### config.mk
export PLATFORM = sky130hd
export DESIGN_NAME = keyed_wdog
export DESIGN_NICKNAME = d
export VERILOG_FILES = /design/src/rtl/kwd_pkg.sv /design/src/rtl/kwd_cfg_regs.sv /design/src/rtl/kwd_tick_sel.sv /design/src/rtl/kwd_clear_ctl.sv /design/src/rtl/kwd_count.sv /design/src/rtl/keyed_wdog.sv
export SDC_FILE = /design/constraint.sdc
export NUM_CORES = 1
export LEC_CHECK = 0
export BUFFER_PORTS_ARGS = -buffer_cell sky130_fd_sc_hd__buf_2
export CORE_ASPECT_RATIO = 0.9
export CORE_MARGIN = 2
export CORE_UTILIZATION = 36
export CTS_CLUSTER_DIAMETER = 40
export DETAILED_ROUTE_END_ITERATION = 10
export GPL_TIMING_DRIVEN = 0
export PLACE_DENSITY = 0.52
export SLEW_MARGIN = 20
export SYNTH_ARGS = -nofsm -noshare
export SYNTH_HDL_FRONTEND = slang
export SYNTH_SLANG_ARGS = --single-unit
### constraint.sdc
create_clock -name clk -period 2.6 [get_ports clk]
set_input_delay 0.52 -clock clk [delete_from_list [all_inputs] [get_ports clk]]
set_output_delay 0.52 -clock clk [all_outputs]
set_load 0.02 [all_outputs]
### src/rtl/kwd_pkg.sv
package kwd_pkg;

    typedef enum logic [1:0] {
        SRC_XTAL = 2'b00,
        SRC_SYS4 = 2'b01,
        SRC_RC   = 2'b10,
        SRC_NONE = 2'b11
    } src_sel_e;

    typedef enum logic [1:0] {
        PAIR_ANY        = 2'b00,
        PAIR_SAW_FIRST  = 2'b01,
        PAIR_SAW_SECOND = 2'b10
    } pair_st_e;

endpackage

### src/rtl/kwd_cfg_regs.sv
module kwd_cfg_regs #(
    parameter int                KEY_W   = 4,
    parameter int                PS_W    = 3,
    parameter logic [KEY_W-1:0]  KEY_OFF = 4'b1010,
    parameter logic [KEY_W-1:0]  KEY_RST = 4'b1010,
    parameter logic [PS_W-1:0]   PS_RST  = 3'b111
) (
    input  logic             clk,
    input  logic             rst_n,
    input  logic             cfg_force_en,
    input  logic             key_we,
    input  logic [KEY_W-1:0] key_wdata,
    input  logic             ps_we,
    input  logic [PS_W-1:0]  ps_wdata,
    output logic             run,
    output logic [PS_W-1:0]  ps_sel
);

    typedef struct packed {
        logic [KEY_W-1:0] key;
        logic [PS_W-1:0]  ps;
    } cfg_t;

    cfg_t cfg_d, cfg_q;

    always_comb begin
        cfg_d = cfg_q;
        if (key_we) cfg_d.key = key_wdata;
        if (ps_we)  cfg_d.ps  = ps_wdata;
    end

    always_ff @(posedge clk or negedge rst_n) begin
        if (!rst_n) cfg_q <= '{key: KEY_RST, ps: PS_RST};
        else        cfg_q <= cfg_d;
    end

    assign run    = cfg_force_en | (cfg_q.key != KEY_OFF);
    assign ps_sel = cfg_q.ps;

    AST_KEY_WRITE_TAKES: assert property (@(posedge clk) disable iff (!rst_n)
        (key_we && key_wdata != KEY_OFF) |=> run);

endmodule

### src/rtl/kwd_tick_sel.sv
module kwd_tick_sel
    import kwd_pkg::*;
#(
    parameter int DIV_W = 2
) (
    input  logic       clk,
    input  logic       rst_n,
    input  logic [1:0] src_sel,
    input  logic       xtal_tick,
    input  logic       rc_tick,
    input  logic       asleep,
    output logic       tick
);

    typedef struct packed {
        logic [DIV_W-1:0] div;
    } div_t;

    div_t div_d, div_q;
    logic sys_tick;

    always_comb begin
        div_d     = div_q;
        div_d.div = div_q.div + 1'b1;
        sys_tick  = (div_q.div == {DIV_W{1'b1}}) && !asleep;
        case (src_sel_e'(src_sel))
            SRC_XTAL: tick = xtal_tick;
            SRC_SYS4: tick = sys_tick;
            SRC_RC:   tick = rc_tick;
            default:  tick = 1'b0;
        endcase
    end

    always_ff @(posedge clk or negedge rst_n) begin
        if (!rst_n) div_q <= '0;
        else        div_q <= div_d;
    end

    AST_SYS4_SPACING: assert property (@(posedge clk) disable iff (!rst_n)
        (src_sel == SRC_SYS4 && $past(src_sel) == SRC_SYS4 && tick) |=> !tick);

    AST_SYS4_ASLEEP: assert property (@(posedge clk) disable iff (!rst_n)
        (src_sel == SRC_SYS4 && asleep) |-> !tick);

endmodule

### src/rtl/kwd_clear_ctl.sv
module kwd_clear_ctl
    import kwd_pkg::*;
(
    input  logic clk,
    input  logic rst_n,
    input  logic run,
    input  logic pair_mode,
    input  logic clr_single,
    input  logic clr_a,
    input  logic clr_b,
    output logic clr_go
);

    typedef struct packed {
        pair_st_e st;
    } trk_t;

    trk_t trk_d, trk_q;

    always_comb begin
        trk_d  = trk_q;
        clr_go = 1'b0;
        if (run) begin
            if (!pair_mode) begin
                clr_go = clr_single;
            end else if (clr_a ^ clr_b) begin
                if (clr_a && trk_q.st != PAIR_SAW_FIRST) begin
                    clr_go   = 1'b1;
                    trk_d.st = PAIR_SAW_FIRST;
                end
                if (clr_b && trk_q.st != PAIR_SAW_SECOND) begin
                    clr_go   = 1'b1;
                    trk_d.st = PAIR_SAW_SECOND;
                end
            end
        end
    end

    always_ff @(posedge clk or negedge rst_n) begin
        if (!rst_n) trk_q <= '{st: PAIR_ANY};
        else        trk_q <= trk_d;
    end

    AST_PAIR_NO_REPEAT_A: assert property (@(posedge clk) disable iff (!rst_n)
        (run && pair_mode && clr_a && !clr_b) ##1 (run && pair_mode && clr_a && !clr_b) |-> !clr_go);

    AST_PAIR_NO_REPEAT_B: assert property (@(posedge clk) disable iff (!rst_n)
        (run && pair_mode && clr_b && !clr_a) ##1 (run && pair_mode && clr_b && !clr_a) |-> !clr_go);

    AST_SINGLE_IGNORES_PAIR: assert property (@(posedge clk) disable iff (!rst_n)
        (!pair_mode && !clr_single) |-> !clr_go);

endmodule

### src/rtl/kwd_count.sv
module kwd_count #(
    parameter int CNT_W = 8,
    parameter int PS_W  = 3
) (
    input  logic            clk,
    input  logic            rst_n,
    input  logic            run,
    input  logic            tick,
    input  logic            halt,
    input  logic            clr_go,
    input  logic            asleep,
    input  logic [PS_W-1:0] ps_sel,
    output logic            dev_rst,
    output logic            wake_req,
    output logic            pcsp_rst,
    output logic            to_flag
);

    localparam int PRE_W = (1 << PS_W) - 1;

    typedef struct packed {
        logic [PRE_W-1:0] pre;
        logic [CNT_W-1:0] cnt;
        logic             dev;
        logic             wake;
        logic             pcsp;
        logic             to;
    } wd_t;

    wd_t wd_d, wd_q;
    logic [PRE_W:0] lim;
    logic           roll;

    always_comb begin
        lim  = ({{PRE_W{1'b0}}, 1'b1} << ps_sel) - 1'b1;
        roll = ({1'b0, wd_q.pre} >= lim);
        wd_d      = wd_q;
        wd_d.dev  = 1'b0;
        wd_d.wake = 1'b0;
        wd_d.pcsp = 1'b0;
        if (!run || halt || clr_go) begin
            wd_d.pre = '0;
            wd_d.cnt = '0;
        end else if (tick) begin
            if (roll) begin
                wd_d.pre = '0;
                if (wd_q.cnt == {CNT_W{1'b1}}) begin
                    wd_d.cnt = '0;
                    wd_d.to  = 1'b1;
                    if (asleep) begin
                        wd_d.wake = 1'b1;
                        wd_d.pcsp = 1'b1;
                    end else begin
                        wd_d.dev  = 1'b1;
                    end
                end else begin
                    wd_d.cnt = wd_q.cnt + 1'b1;
                end
            end else begin
                wd_d.pre = wd_q.pre + 1'b1;
            end
        end
    end

    always_ff @(posedge clk or negedge rst_n) begin
        if (!rst_n) wd_q <= '0;
        else        wd_q <= wd_d;
    end

    assign dev_rst  = wd_q.dev;
    assign wake_req = wd_q.wake;
    assign pcsp_rst = wd_q.pcsp;
    assign to_flag  = wd_q.to;

    AST_QUIET_WHEN_OFF: assert property (@(posedge clk) disable iff (!rst_n)
        !run |=> !(dev_rst || wake_req));

    AST_ONE_KIND: assert property (@(posedge clk) disable iff (!rst_n)
        !(dev_rst && wake_req));

    AST_DEV_SINGLE_PULSE: assert property (@(posedge clk) disable iff (!rst_n)
        dev_rst |=> !dev_rst);

    AST_TO_WITH_EVENT: assert property (@(posedge clk) disable iff (!rst_n)
        (dev_rst || wake_req) |-> to_flag);

    AST_WAKE_PAIRS_PCSP: assert property (@(posedge clk) disable iff (!rst_n)
        wake_req == pcsp_rst);

    AST_TO_STICKY: assert property (@(posedge clk) disable iff (!rst_n)
        to_flag |=> to_flag);

    AST_HALT_CLEARS: assert property (@(posedge clk) disable iff (!rst_n)
        halt |=> !(dev_rst || wake_req));

endmodule

### src/rtl/keyed_wdog.sv
module keyed_wdog #(
    parameter int               CNT_W   = 8,
    parameter int               PS_W    = 3,
    parameter int               KEY_W   = 4,
    parameter int               DIV_W   = 2,
    parameter logic [KEY_W-1:0] KEY_OFF = 4'b1010,
    parameter logic [PS_W-1:0]  PS_RST  = 3'b111
) (
    input  logic             clk,
    input  logic             rst_n,
    input  logic             cfg_force_en,
    input  logic             cfg_pair_mode,
    input  logic [1:0]       cfg_src_sel,
    input  logic             xtal_tick,
    input  logic             rc_tick,
    input  logic             key_we,
    input  logic [KEY_W-1:0] key_wdata,
    input  logic             ps_we,
    input  logic [PS_W-1:0]  ps_wdata,
    input  logic             clr_single,
    input  logic             clr_first,
    input  logic             clr_second,
    input  logic             halt,
    input  logic             asleep,
    output logic             dev_rst,
    output logic             wake_req,
    output logic             pcsp_rst,
    output logic             to_flag
);

    logic            run;
    logic [PS_W-1:0] ps_sel;
    logic            tick;
    logic            clr_go;

    kwd_cfg_regs #(
        .KEY_W(KEY_W), .PS_W(PS_W), .KEY_OFF(KEY_OFF),
        .KEY_RST(KEY_OFF), .PS_RST(PS_RST)
    ) u_cfg (
        .clk(clk), .rst_n(rst_n), .cfg_force_en(cfg_force_en),
        .key_we(key_we), .key_wdata(key_wdata),
        .ps_we(ps_we), .ps_wdata(ps_wdata),
        .run(run), .ps_sel(ps_sel)
    );

    kwd_tick_sel #(.DIV_W(DIV_W)) u_tick (
        .clk(clk), .rst_n(rst_n), .src_sel(cfg_src_sel),
        .xtal_tick(xtal_tick), .rc_tick(rc_tick), .asleep(asleep),
        .tick(tick)
    );

    kwd_clear_ctl u_clr (
        .clk(clk), .rst_n(rst_n), .run(run), .pair_mode(cfg_pair_mode),
        .clr_single(clr_single), .clr_a(clr_first), .clr_b(clr_second),
        .clr_go(clr_go)
    );

    kwd_count #(.CNT_W(CNT_W), .PS_W(PS_W)) u_cnt (
        .clk(clk), .rst_n(rst_n), .run(run), .tick(tick), .halt(halt),
        .clr_go(clr_go), .asleep(asleep), .ps_sel(ps_sel),
        .dev_rst(dev_rst), .wake_req(wake_req), .pcsp_rst(pcsp_rst),
        .to_flag(to_flag)
    );

endmodule

==> results.json <==
{
  "max_freq_ghz": 0.414,
  "fin_crit_sh_pct": 92.8,
  "multi_input_area_um2": 870,
  "skew_ns": 0.00355,
  "stdcell_area_mm2": 0.00197,
  "ys_ff_latch": 29,
  "drc": 0,
  "port-buffer-count": 25,
  "cts_tree": "done",
  "syn_area_per_cell_um2": 9.93,
  "core_mm2": 0.00446,
  "ant_nets": 0,
  "initial_core_util_pct": 37.4,
  "final_nets": 232,
  "worstSetupPathType": "register to register",
  "die_h_um": 68.6,
  "end_kind": "register",
  "power_leakage_nw": 0.861,
  "critical_path_arrival_ns": 2.62,
  "cts-htree-levels": 2,
  "grt_max_degree": 30,
  "worstRegToRegCells": 7,
  "path_cells": "nand2_1 -> ha_1 -> a21o_1 -> a211oi_2 -> a31oi_2 -> or4_1 -> a31oi_1",
  "yosys.area.top_type": "dfrtp_1",
  "crit_family": "compound AO/OA/AOI/OAI gates",
  "cap_violations": 0,
  "finalSetupTns_ns": 0,
  "first_pass_iters": 4,
  "wire_per_inst_um": 14.3,
  "fin_crit_ns": 2.41,
  "mostFrequentLayoutCells": "buf_2 (28), dfrtp_1 (24), nand2_1 (17)",
  "dp_hpwl_um": 2800,
  "start_kind": "register",
  "gp_congestion": 0.832,
  "crit_buf_inv": 0,
  "rsz0062_at_grt": "false",
  "slew_violations": 0,
  "placedCellCount": 255,
  "rows": 23,
  "ios": 26,
  "clock_sinks": 29,
  "async_flop_share_pct": 100,
  "worst-path-stages": 7,
  "grt_usage_pct": 17.5,
  "post_dp_cell_area_mm2": 0.00187,
  "via_per_inst": 5.47,
  "syn-cell-area_mm2": 0.00167,
  "cts_buffers": 5,
  "grt_pass1_vias": 1482,
  "tightest_slew_ns": 0.637,
  "peakVddDrop_mv": 0.300,
  "antenna_found_initial": 0,
  "critPathSlowestCell": "dfstp_2",
  "syn-num-nets": 200,
  "clockRootBuffer": "clkbuf_8",
  "slowest_delay_ns": 0.58,
  "path_clk_slew_ns": 0.06,
  "postRouteWirelength_um": 3770,
  "vias": 1439,
  "grt_pass1_wl_um": 6730,
  "cp_max_fo": 8,
  "netlist_instances": 168,
  "drive_above_1_share_pct": 27.9,
  "drt_iter0_markers": 64,
  "final_cells": 263,
  "p_total_mw": 0.995,
  "die_area_mm2": 0.00519,
  "synth.top_cell.area_share_pct": 36.0,
  "grt_overflow": 0,
  "regArea_um2": 732,
  "final_common_cell": "buf_2",
  "hold_viol_final": 0,
  "clk_latency_ns": 0.28,
  "relSlewSlack_pct": 57.5,
  "synth.distinct_cells": 44,
  "final-setup-viol-count": 0,
  "yosysSeqAreaShare_pct": 43.9,
  "die_w_um": 75.7,
  "fillers": 409,
  "synth_ff_type": "dfrtp_1",
  "cts.path.max_buffers": 2,
  "area_growth_pct": 17.9,
  "synth_area_leaders": "dfrtp_1 (36%), dfstp_2 (7.9%), ha_1 (7.5%), mux2_2 (4.1%), nand3_1 (3.9%)",
  "cts_hold_buf": 0,
  "status": "finished clean",
  "min_path_type": "input port to asynchronous set/reset pin",
  "yosysWarnings": 0,
  "synth-edff-count": 0,
  "power_density_mw_per_mm2": 506,
  "critPathRequiredTime_ns": 2.80,
  "diodes": 0
}
[worst paths after layout]
| path | slack (ns) | startpoint | to |
|---|---|---|---|
| min reg2reg | 0.43 | u_tick.div_q[0] | u_tick.div_q[0] |
| max in group asynchronous | 1.93 | rst_n | u_cnt.wd_q[12] |
| max reg2reg | 0.19 | u_cfg.ps_sel[2] | u_cnt.wd_q[15] |
| max | 0.19 | u_cfg.ps_sel[2] | u_cnt.wd_q[15] |
| min | 0.26 | rst_n | u_cnt.wd_q[10] |
| min in group clk | 0.43 | u_tick.div_q[0] | u_tick.div_q[0] |
[synthesized netlist by cell type, types with 2 or more instances]
master,instances
dfstp_2,5
nor2_1,2
a31oi_1,8
and4_1,3
a21o_1,3
and3_1,4
or4_1,8
a21oi_1,10
inv_1,7
o31ai_1,3
mux2_2,6
nand3_1,13
nand3b_1,4
o21ai_0,8
or2_2,2
buf_2,3
a211oi_1,2
dfrtp_1,24
nor3_1,2
nand2_1,17
buf_6,2
ha_1,10
[state kept, by name (all words and copies together) (netlist names)]
| register | flops |
|---|---|
| u_cnt.to_flag | 1 |
| u_clr.trk_q | 2 |
| u_cnt.pcsp_rst | 1 |
| u_cfg.ps_sel | 3 |
| u_tick.div_q | 2 |
| u_cfg.cfg_q | 4 |
| u_cnt.dev_rst | 1 |
| u_cnt.wd_q | 15 |
[layout make-up]
type	count	share of cell area, %
multi-input cells	126	44.2
flip-flops and latches	29	37.2
repair buffers	25	6.37
clock buffers	8	4.58
well taps	62	3.95
plain buffers	6	2.29
inverters	7	1.34
[metal layers]
layer  wire, µm  share of wire, %  track usage (%)
met4         43               1.1             6.14
met5          0                 0                0
met1       1770                47             22.0
met2       1790                47             27.9
met3        171               4.5             6.25
[repair_timing]
item / 4_1_cts / 5_1_grt
gates resized for setup: 0 / 1
setup buffers: 0 / 0
setup endpoints to repair: 0 / 3
[worst register-to-register path, delay by kind of cell, from the launching register on]
kind | cells | cell delay [ns]
AND/OR/NAND/NOR | 2 | 0.58
AO/OA/AOI/OAI | 4 | 0.88
flip-flops | 1 | 0.58
adder cells (fa/ha/maj) | 1 | 0.29
[logic make-up (layout without fill, tap and decap cells)]
logic type               Yosys count  after routing  synth area share (%)
adder cells (fa/ha/maj)           10             10                  7.50
buffers and inverters             13             46                  4.28
AO/OA/AOI/OAI                     46             46                  18.3
AND/OR/NAND/NOR                   63             63                  21.4
flip-flops                        29             29                  43.9
multiplexers                       7              7                  4.65
[power by group]
| group | internal, mW | total (mW) | switching, mW | leakage, nW |
|---|---|---|---|---|
| combinational | 0.0532 | 0.121 | 0.0679 | 0.443 |
| clock | 0.215 | 0.385 | 0.170 | 0.0455 |
| sequential | 0.474 | 0.489 | 0.0152 | 0.372 |
[per-stage QoR]
stage	setup slack [ns]	hold slack [ns]	utilization, %
after global routing	0.0248	0.313	44.1
after floorplan	0.388	0.224	-
after CTS	0.149	0.284	44.0
after global placement	0.192	0.414	41.9
after detailed placement	0.177	0.425	41.9
final	0.186	0.256	44.1
(Power assumes the default switching activity.)
